<file path="config.mk">
export PLATFORM = sky130hd
export DESIGN_NAME = sec_level_map
export DESIGN_NICKNAME = d
export VERILOG_FILES = /design/src/rtl/sec_level_map.sv
export SDC_FILE = /design/constraint.sdc
export NUM_CORES = 1
export LEC_CHECK = 0
export BUFFER_PORTS_ARGS = -buffer_cell sky130_fd_sc_hd__buf_2
export CORE_UTILIZATION = 34
export DETAILED_ROUTE_END_ITERATION = 16
export GPL_TIMING_DRIVEN = 0
export PLACE_DENSITY = 0.8
export SLEW_MARGIN = 10
export SYNTH_ARGS = -nofsm -noshare
export SYNTH_HDL_FRONTEND = slang
export SYNTH_SLANG_ARGS = --single-unit
</file>
<file path="constraint.sdc">
create_clock -name clk -period 3 [get_ports clk]
set_input_delay 0.45 -clock clk [delete_from_list [all_inputs] [get_ports clk]]
set_output_delay 0.45 -clock clk [all_outputs]
set_load 0.02 [all_outputs]
</file>
<file path="src/rtl/sec_level_map.sv">
module sec_level_map #(
  parameter int ADDR_W     = 32,
  parameter int LINE_OFS_W = 5,
  parameter int NSEG       = 4,
  parameter int ID_W       = 8,
  parameter logic [NSEG*ADDR_W-1:0] SEG_BASE  = {32'h0001_0000, 32'h0000_6000, 32'h0000_4000, 32'h0000_0000},
  parameter logic [NSEG*ADDR_W-1:0] SEG_LIMIT = {32'h0001_FFFF, 32'h0000_9FFF, 32'h0000_7FFF, 32'h0000_3FFF},
  parameter logic [NSEG*2-1:0]      SEG_LEVEL = {2'd0, 2'd1, 2'd2, 2'd2},
  parameter logic [NSEG*ID_W-1:0]   SEG_ID    = {8'd4, 8'd3, 8'd2, 8'd1},
  parameter logic [NSEG-1:0]        SEG_RO    = 4'b0001
) (
  input  logic              clk,
  input  logic              rst_n,
  input  logic              req_valid,
  input  logic [ADDR_W-1:0] req_addr,
  output logic              out_valid,
  output logic              enc_en,
  output logic              ic_en,
  output logic              ts_en,
  output logic [ID_W-1:0]   seg_id,
  output logic [1:0]        level,
  output logic              unmapped
);

  localparam logic [ADDR_W-1:0] LINE_MASK = {{(ADDR_W-LINE_OFS_W){1'b1}}, {LINE_OFS_W{1'b0}}};

  logic [ADDR_W-1:0] line_base;
  logic [NSEG-1:0]   hit;
  logic              any_hit;
  logic [1:0]        sel_lvl;
  logic [ID_W-1:0]   sel_id;
  logic              sel_ro;

  assign line_base = req_addr & LINE_MASK;
  assign any_hit   = |hit;

  for (genvar i = 0; i < NSEG; i++) begin : g_seg
    assign hit[i] = (line_base >= SEG_BASE[i*ADDR_W +: ADDR_W]) &&
                    (line_base <= SEG_LIMIT[i*ADDR_W +: ADDR_W]);
  end

  always_comb begin
    sel_lvl = 2'd0;
    sel_id  = '0;
    sel_ro  = 1'b0;
    for (int i = NSEG-1; i >= 0; i--) begin
      if (hit[i]) begin
        sel_lvl = SEG_LEVEL[i*2 +: 2];
        sel_id  = SEG_ID[i*ID_W +: ID_W];
        sel_ro  = SEG_RO[i];
      end
    end
  end

  always_ff @(posedge clk) begin
    if (!rst_n || !req_valid) begin
      out_valid <= 1'b0;
      enc_en    <= 1'b0;
      ic_en     <= 1'b0;
      ts_en     <= 1'b0;
      seg_id    <= '0;
      level     <= 2'd0;
      unmapped  <= 1'b0;
    end else begin
      out_valid <= 1'b1;
      enc_en    <= (sel_lvl != 2'd0);
      ic_en     <= (sel_lvl == 2'd2);
      ts_en     <= (sel_lvl == 2'd2) && !sel_ro;
      seg_id    <= sel_id;
      level     <= sel_lvl;
      unmapped  <= !any_hit;
    end
  end


  ic_implies_enc_chk: assert property (@(posedge clk) disable iff (!rst_n)
    ic_en |-> enc_en);


  ts_implies_ic_chk: assert property (@(posedge clk) disable iff (!rst_n)
    ts_en |-> (ic_en && level == 2'd2));


  unmapped_quiet_chk: assert property (@(posedge clk) disable iff (!rst_n)
    unmapped |-> (!enc_en && !ic_en && !ts_en && level == 2'd0 && seg_id == '0));


  req_latency_chk: assert property (@(posedge clk) disable iff (!rst_n)
    req_valid |=> out_valid);


  idle_latency_chk: assert property (@(posedge clk) disable iff (!rst_n)
    !req_valid |=> !out_valid);


  idle_zero_chk: assert property (@(posedge clk) disable iff (!rst_n)
    !out_valid |-> (!enc_en && !ic_en && !ts_en && !unmapped && level == 2'd0 && seg_id == '0));

endmodule

</file>
After elaboration in Yosys (flattened, before gate mapping). Index checks and enable logic that the tools add are counted.

Reduce and logical (&&, ||, !) cells: 14. Equality and inequality tests: 1. Order comparisons: 8. Multiplexer cells: 9.

Operator list (count): 32-bit by 15-bit greater-or-equal comparator with 1-bit output, second input constant (2); 32-bit by 1-bit greater-or-equal comparator with 1-bit output, second input constant (1); 32-bit by 17-bit greater-or-equal comparator with 1-bit output, second input constant (1); 32-bit by 14-bit <= comparator with 1-bit output, second input constant (1); 32-bit by 15-bit <= comparator with 1-bit output, second input constant (1); 32-bit by 16-bit <= comparator with 1-bit output, second input constant (1); 32-bit by 17-bit <= comparator with 1-bit output, second input constant (1); 2-bit two-way mux (4); 4-bit OR reduction (2); 1-bit logical AND (5); 1-bit zero test (4); 1-bit two-way mux (4); 3-bit two-way mux (1); 2-bit == test, second input constant (1); 2-bit nonzero test (1); 2-bit OR reduction (1); 1-bit logical OR (1).

Input bits: 35. Word-level logic and storage cells: 41. Flip-flop bits (word level): 10. Output and inout bits: 15.

Depth between registers and ports, before layout. Gate-level depths: netlist of the first run.

Depth in word-level cells: 7. Depth in mapped cells: 3. Depth with buffers taken out: 3.

Worst setup path after synthesis of the first run. OpenSTA, ideal clock, no wires.

Path type: in2reg. Start: input port req_addr[19]. End: register seg_id[0]. Stages on the path: 3. Data arrival time: 1256 ps. Setup time: 100 ps. Path buffers: 0. Required time: 2900 ps. Slack: 1644 ps. Path through: nor3_1 -> nand4_4 -> a2111oi_4.

Longest elaborated chain between the ends: 5. Elaborated cells between the ends (all ways): 12. Classes of those cells: order compare (6); mux (3); reduce/logical (3).

Ends and longest elaborated chain: from (decl) (RTL line 15) `input logic [ADDR_W-1:0] req_addr,`; 32-bit by 15-bit greater-or-equal comparator with 1-bit output / 32-bit by 16-bit <= comparator with 1-bit output (equally long branches) (RTL line 38, 39); 1-bit logical AND (RTL line 38) `assign hit[i] = (line_base >= SEG_BASE[i*ADDR_W +: ADDR_W]) &&`; 2-bit two-way mux (2 in a row) (RTL line 47) `if (hit[i]) begin`; 1-bit two-way mux (*) (RTL line 47); to (signal assigned) (RTL line 69) `seg_id <= sel_id;`; to (decl) (RTL line 20) `output logic [ID_W-1:0] seg_id,`.

Every way passes the cells marked *; elsewhere a longest branch is shown, timed or not. A chain may end at the register's enable or synchronous reset.

Final worst setup path of the first run.
Start: input port req_addr[24]. End: register seg_id[0].

Same word-level chain as after synthesis.

==> impl_metrics.yaml, run 1 <==
power:
  power_frac_seq_pct: 45.1
  p_per_area_nw_per_um2: 446
  p_sw_share_pct: 23.7
  internal_power_uw: 227
  power_frac_clock_pct: 40.1
  power.net_switching_uw: 70.6
  max-vdd-ir-drop_mv: 0.215
  p_leak_uw: 0.000323
  power_frac_comb_pct: 14.8
clock_network:
  tritoncts: "done"
  clk_pin_slew_worst_paths_ns: 0.06
  cts.sinks: 10
  cts_made_buffers: 3
  clockBufferDepth: 2
  htree_levels: 1
  postCtsSetupBuffers: 0
  cts.repair.resized: 0
  ctsHoldBuffers: 0
  cts_root_buffer: "clkbuf_4"
synth:
  syn_inst: 38
  ys_types: 15
  synthArstFlopShare_pct: 0
  syn_area_per_cell_sq_um: 11.7
  synth_top_area_cell: "dfxtp_1"
  ys.flop_type: "dfxtp_1"
  ys_seq_area_share_pct: 45.1
  netlist_top_cells_count: "dfxtp_1 (10), buf_4 (5), nor3_1 (5)"
  ys_ff_latch: 10
  synth.yosys.warnings: 0
  synth-edff-count: 0
  syn-cell-area_sq_um: 444
  synthTopCellsByArea: "dfxtp_1 (45%), nor4_4 (14%), buf_4 (8.5%)"
  synth_top_area_share_pct: 45.1
  synth.most_common_cell: "dfxtp_1"
cells_and_area:
  layout.nets: 113
  antenna_cells: 0
  area_growth_pct: 50.4
  drive_gt1_share_pct: 58.4
  postLayoutCoreUtil_pct: 57.8
  finalInstanceArea_sq_um: 668
  n_fill_cell: 104
hold_path:
  holdPathEnd: "seg_id[0]$_SDFF_PN0_"
  hp-class: "in -> reg"
  worst_hold_startpoint: "req_addr[14]"
  hold_depth: 2
setup_path:
  required_ns: 3.16
  start_kind: "primary input"
  critPathLaunch: "req_addr[24]"
  critical_path_peak_fanout: 9
  worst_setup_path_end_kind: "flip-flop"
  arrival_ns: 1.44
  critPathKind: "in -> reg"
die:
  dieArea_sq_um: 1460
  ios: 50
  row_count: 12
  initial_core_util_pct: 38.4
  die_w_um: 38.1
  core_sq_um: 1160
  die_height_um: 38.1
timing:
  hold_viol_final: 0
  post-route-period-util_pct: 42.7
  rsz0062_at_grt: "false"
  min_period_ns: 1.28
  drv_slew: 0
  finalSetupViolations: 0
  setup-tns-final_ns: 0
  fin_ws_ns: 1.72
  fmax_mhz: 780
routing:
  drc_errors: 0
  drt_iter0_markers: 6
  dr.pass1.iters: 4
  ant_nets: 0
  dr_total_vias: 385
  vias_per_cell: 4.23
  drt_wl_total_um: 857
  detail_route.wl_per_cell_um: 9.42
placement:
  io_buffer_count: 31
  post_dp_cell_area_sq_um: 632
  place.gp.congestion: 0.672
  place_worst_setup_slack_ns: 1.42
  dp_hpwl_um: 732
grt:
  grt_max_degree: 10
  globalRouteTotalUtil_pct: 13.9
  grt_pass1_wl_mm: 1.39
  overflow: 0
  grt_pass1_vias: 360
  antenna_found_initial: 0
flow_run:
  max_cap_violations: 0
outcome:
  outcome: "finished clean"
## critical path: stages
cell       delay [ns]
buf_2            0.11
nor4_4           0.31
nand4_4          0.21
a2111oi_4        0.35
## routing by layer
metal / GRT usage, % / routed length, um / vias up
li1: - / - / 204
met1: 13.7 / 285 / 154
met2: 27.1 / 479 / 27
met3: 1.74 / 91 / 0
met4: 8.04 / 0 / 0
met5: 0 / 0 / -
## through the flow
step	cells	hold WS, ns	total power, uW
6_report	91	0.415	298
5_1_grt	91	0.417	310
4_1_cts	91	0.412	300
3_5_place_dp	87	0.689	181
3_3_place_gp	87	0.677	180
2_1_floorplan	42	0.514	158
## logic make-up (layout without fill, tap and decap cells)
logic type             after synthesis  after routing  share of synthesized area [%]
AO/OA/AOI/OAI                        4              4                           10.7
buffers and inverters                5             40                           8.45
flip-flops                          10             10                           45.1
other                                1              5                          0.844
AND/OR/NAND/NOR                     18             18                           34.9
## sequential cells by signal (all words and copies together) (netlist names)
name	flops
unmapped	1
ts_en	1
level	2
enc_en	1
ic_en	1
out_valid	1
seg_id	3
## power groups by stage
stage	registers (uW)	clock network, uW	logic, uW
floorplan	139	0	19.1
global placement	137	0	42.8
detailed placement	138	0	43.8
CTS	134	122	44.0
global route	134	128	47.7
finish	134	119	44.0
## cells in the final DEF, fill, tap and decap left out
cell and n:
a2111oi_4 1, a211oi_1 1, and2_1 1, buf_2 31, buf_4 5, clkbuf_4 3, clkbuf_8 1, conb_1 5
dfxtp_1 10, nand2_1 2, nand2b_1 2, nand4_4 1, nor2_1 3, nor3_1 5, nor3b_1 1, nor4_4 3
o21a_1 1, o21ai_0 1
## cell type report
cell class	count	area (sq um)	area share, %
well taps	14	17.5	2.62
flip-flops and latches	10	200	30.0
multi-input cells	27	221	33.1
repair buffers	31	155	23.2
plain buffers	5	37.5	5.62
clock buffers	4	36.3	5.43
## how the worst max path moves through the flow
stage	endpoint	slack, ns
finish	seg_id[0]$_SDFF_PN0_	1.72
global route	seg_id[0]$_SDFF_PN0_	1.64
CTS	seg_id[0]$_SDFF_PN0_	1.70
detailed placement	seg_id[0]$_SDFF_PN0_	1.42
global placement	seg_id[0]$_SDFF_PN0_	1.46
floorplan	seg_id[0]$_SDFF_PN0_	1.64
Note: power is estimated with default switching activity, not from simulation.
==> run 2, diff against run 1 <==
--- a/config.mk
+++ b/config.mk
@@ -6,10 +6,10 @@
 export NUM_CORES = 1
 export LEC_CHECK = 0
 export BUFFER_PORTS_ARGS = -buffer_cell sky130_fd_sc_hd__buf_2
-export CORE_UTILIZATION = 34
+export CORE_UTILIZATION = 32
 export DETAILED_ROUTE_END_ITERATION = 16
 export GPL_TIMING_DRIVEN = 0
-export PLACE_DENSITY = 0.8
+export PLACE_DENSITY = 0.76
 export SLEW_MARGIN = 10
 export SYNTH_ARGS = -nofsm -noshare
 export SYNTH_HDL_FRONTEND = slang
==> constraint.sdc (replaced) <==
create_clock -name clk -period 1.2 [get_ports clk]
set_input_delay 0.18 -clock clk [delete_from_list [all_inputs] [get_ports clk]]
set_output_delay 0.18 -clock clk [all_outputs]
set_load 0.02 [all_outputs]
==> run 2 against run 1 <==
  * Power rose by 120%
  * Via count increased by 3.4%
  * Core utilization shrank 7.4 points
  * Setup slack got worse by 1.5 ns
  * Critical path depth is the same
  * Sequential share of layout area increased by 0.57 points
  * Sequential cell count is the same
  * Die area increased by 5.9%
  * Critical path type unchanged
  * Largest power group unchanged
==> impl_metrics.yaml, run 2 (synthesized netlist as in run 1, its figures left out) <==
die:
  die_height_um: 39.3
  initial_core_util_pct: 34.1
  core_sq_um: 1300
  row_count: 13
  dieArea_sq_um: 1540
  ios: 50
  die_w_um: 39.3
setup_path:
  critPathTopFamily: "simple AND/OR/NAND/NOR gates"
  critical_path_peak_fanout: 9
  critPathLaunch: "req_addr[24]"
  cp_slowest_cell: "a2111oi_4"
  slowest_delay_ns: 0.34
  critPathKind: "in -> reg"
  path_buf_inv: 1
  start_kind: "primary input"
  path_cells: "buf_2, nor4_4, nand4_4, a2111oi_4"
  arrival_ns: 1.17
  required_ns: 1.37
  worst_setup_path_end_kind: "flip-flop"
placement:
  place.gp.congestion: 0.684
  place_worst_setup_slack_ns: -0.0955
  io_buffer_count: 31
  post_dp_cell_area_sq_um: 633
  dp_hpwl_um: 767
grt:
  grt_max_degree: 10
  antenna_found_initial: 0
  grt_pass1_vias: 346
  globalRouteTotalUtil_pct: 14.8
  overflow: 0
  grt_pass1_wl_mm: 1.37
clock_network:
  clk_pin_slew_worst_paths_ns: 0.06
  cts_root_buffer: "clkbuf_4"
  clockBufferDepth: 2
  cts.repair.resized: 0
  cts.sinks: 10
  tritoncts: "done"
  ctsHoldBuffers: 0
  postCtsSetupBuffers: 0
  cts_made_buffers: 3
  htree_levels: 1
power:
  max-vdd-ir-drop_mv: 0.552
  p_per_area_nw_per_um2: 1020
  p_leak_uw: 0.000316
routing:
  drc_errors: 0
  drt_wl_total_um: 878
  vias_per_cell: 4.37
  dr.pass1.iters: 4
  drt_iter0_markers: 7
  ant_nets: 0
  dr_total_vias: 398
  detail_route.wl_per_cell_um: 9.65
timing:
  drv_slew: 0
  post-route-period-util_pct: 83.8
  finalSetupViolations: 0
  finalHoldWorstSlack_ns: 0.133
  setup-tns-final_ns: 0
  hold_viol_final: 0
  min_period_ns: 1.01
  fmax_mhz: 994
  rsz0062_at_grt: "false"
  fin_ws_ns: 0.194
hold_path:
  hp-class: "in -> reg"
  worst_hold_startpoint: "req_addr[14]"
cells_and_area:
  largest_register_ffs: 3
  finalInstanceArea_sq_um: 656
  drive_gt1_share_pct: 57.9
  antenna_cells: 0
  postLayoutCoreUtil_pct: 50.4
  largestRegisters: "seg_id: 3 flops, level: 2 flops"
  layout.nets: 113
  area_growth_pct: 47.6
  final_common_cell: "buf_2"
  most-common-layout-cells: "buf_2 (31), dfxtp_1 (10), nor3_1 (5), buf_4 (5), conb_1 (5)"
  top_register: "seg_id"
outcome:
  outcome: "finished clean"
flow_run:
  max_cap_violations: 0
[run 2: per-layer routing]
| metal | track usage (%) | routed length (um) |
|---|---|---|
| met4 | 6.03 | 23 |
| met2 | 28.7 | 513 |
| met5 | 0 | 0 |
| met1 | 10.1 | 250 |
| met3 | 10.8 | 91 |
[run 2: final timing paths]
kind | slack (ns) | endpoint | depth (start not counted)
max | 0.19 | seg_id[0]$_SDFF_PN0_ | 4
min | 0.13 | seg_id[0]$_SDFF_PN0_ | 2
[run 2: final cells by class]
class	instances	area, sq um
clock buffer	3	22.5
multi-input combinational	27	221
fill	141	646
buffer	5	37.5
tap	15	18.8
sequential	10	200
timing repair buffer	31	155
[run 2: metrics by stage]
step | power (uW) | instances
final | 666 | 91
after global routing | 701 | 91
after global placement | 450 | 88
after floorplan | 396 | 42
after detailed placement | 454 | 88
after CTS | 674 | 91
[run 2: report_power, final]
group | total [uW] | switching, uW | internal (uW)
logic | 110 | 61.1 | 49.2
registers | 336 | 0.717 | 335
clock network | 220 | 104 | 115
total | 666 | 166 | 500
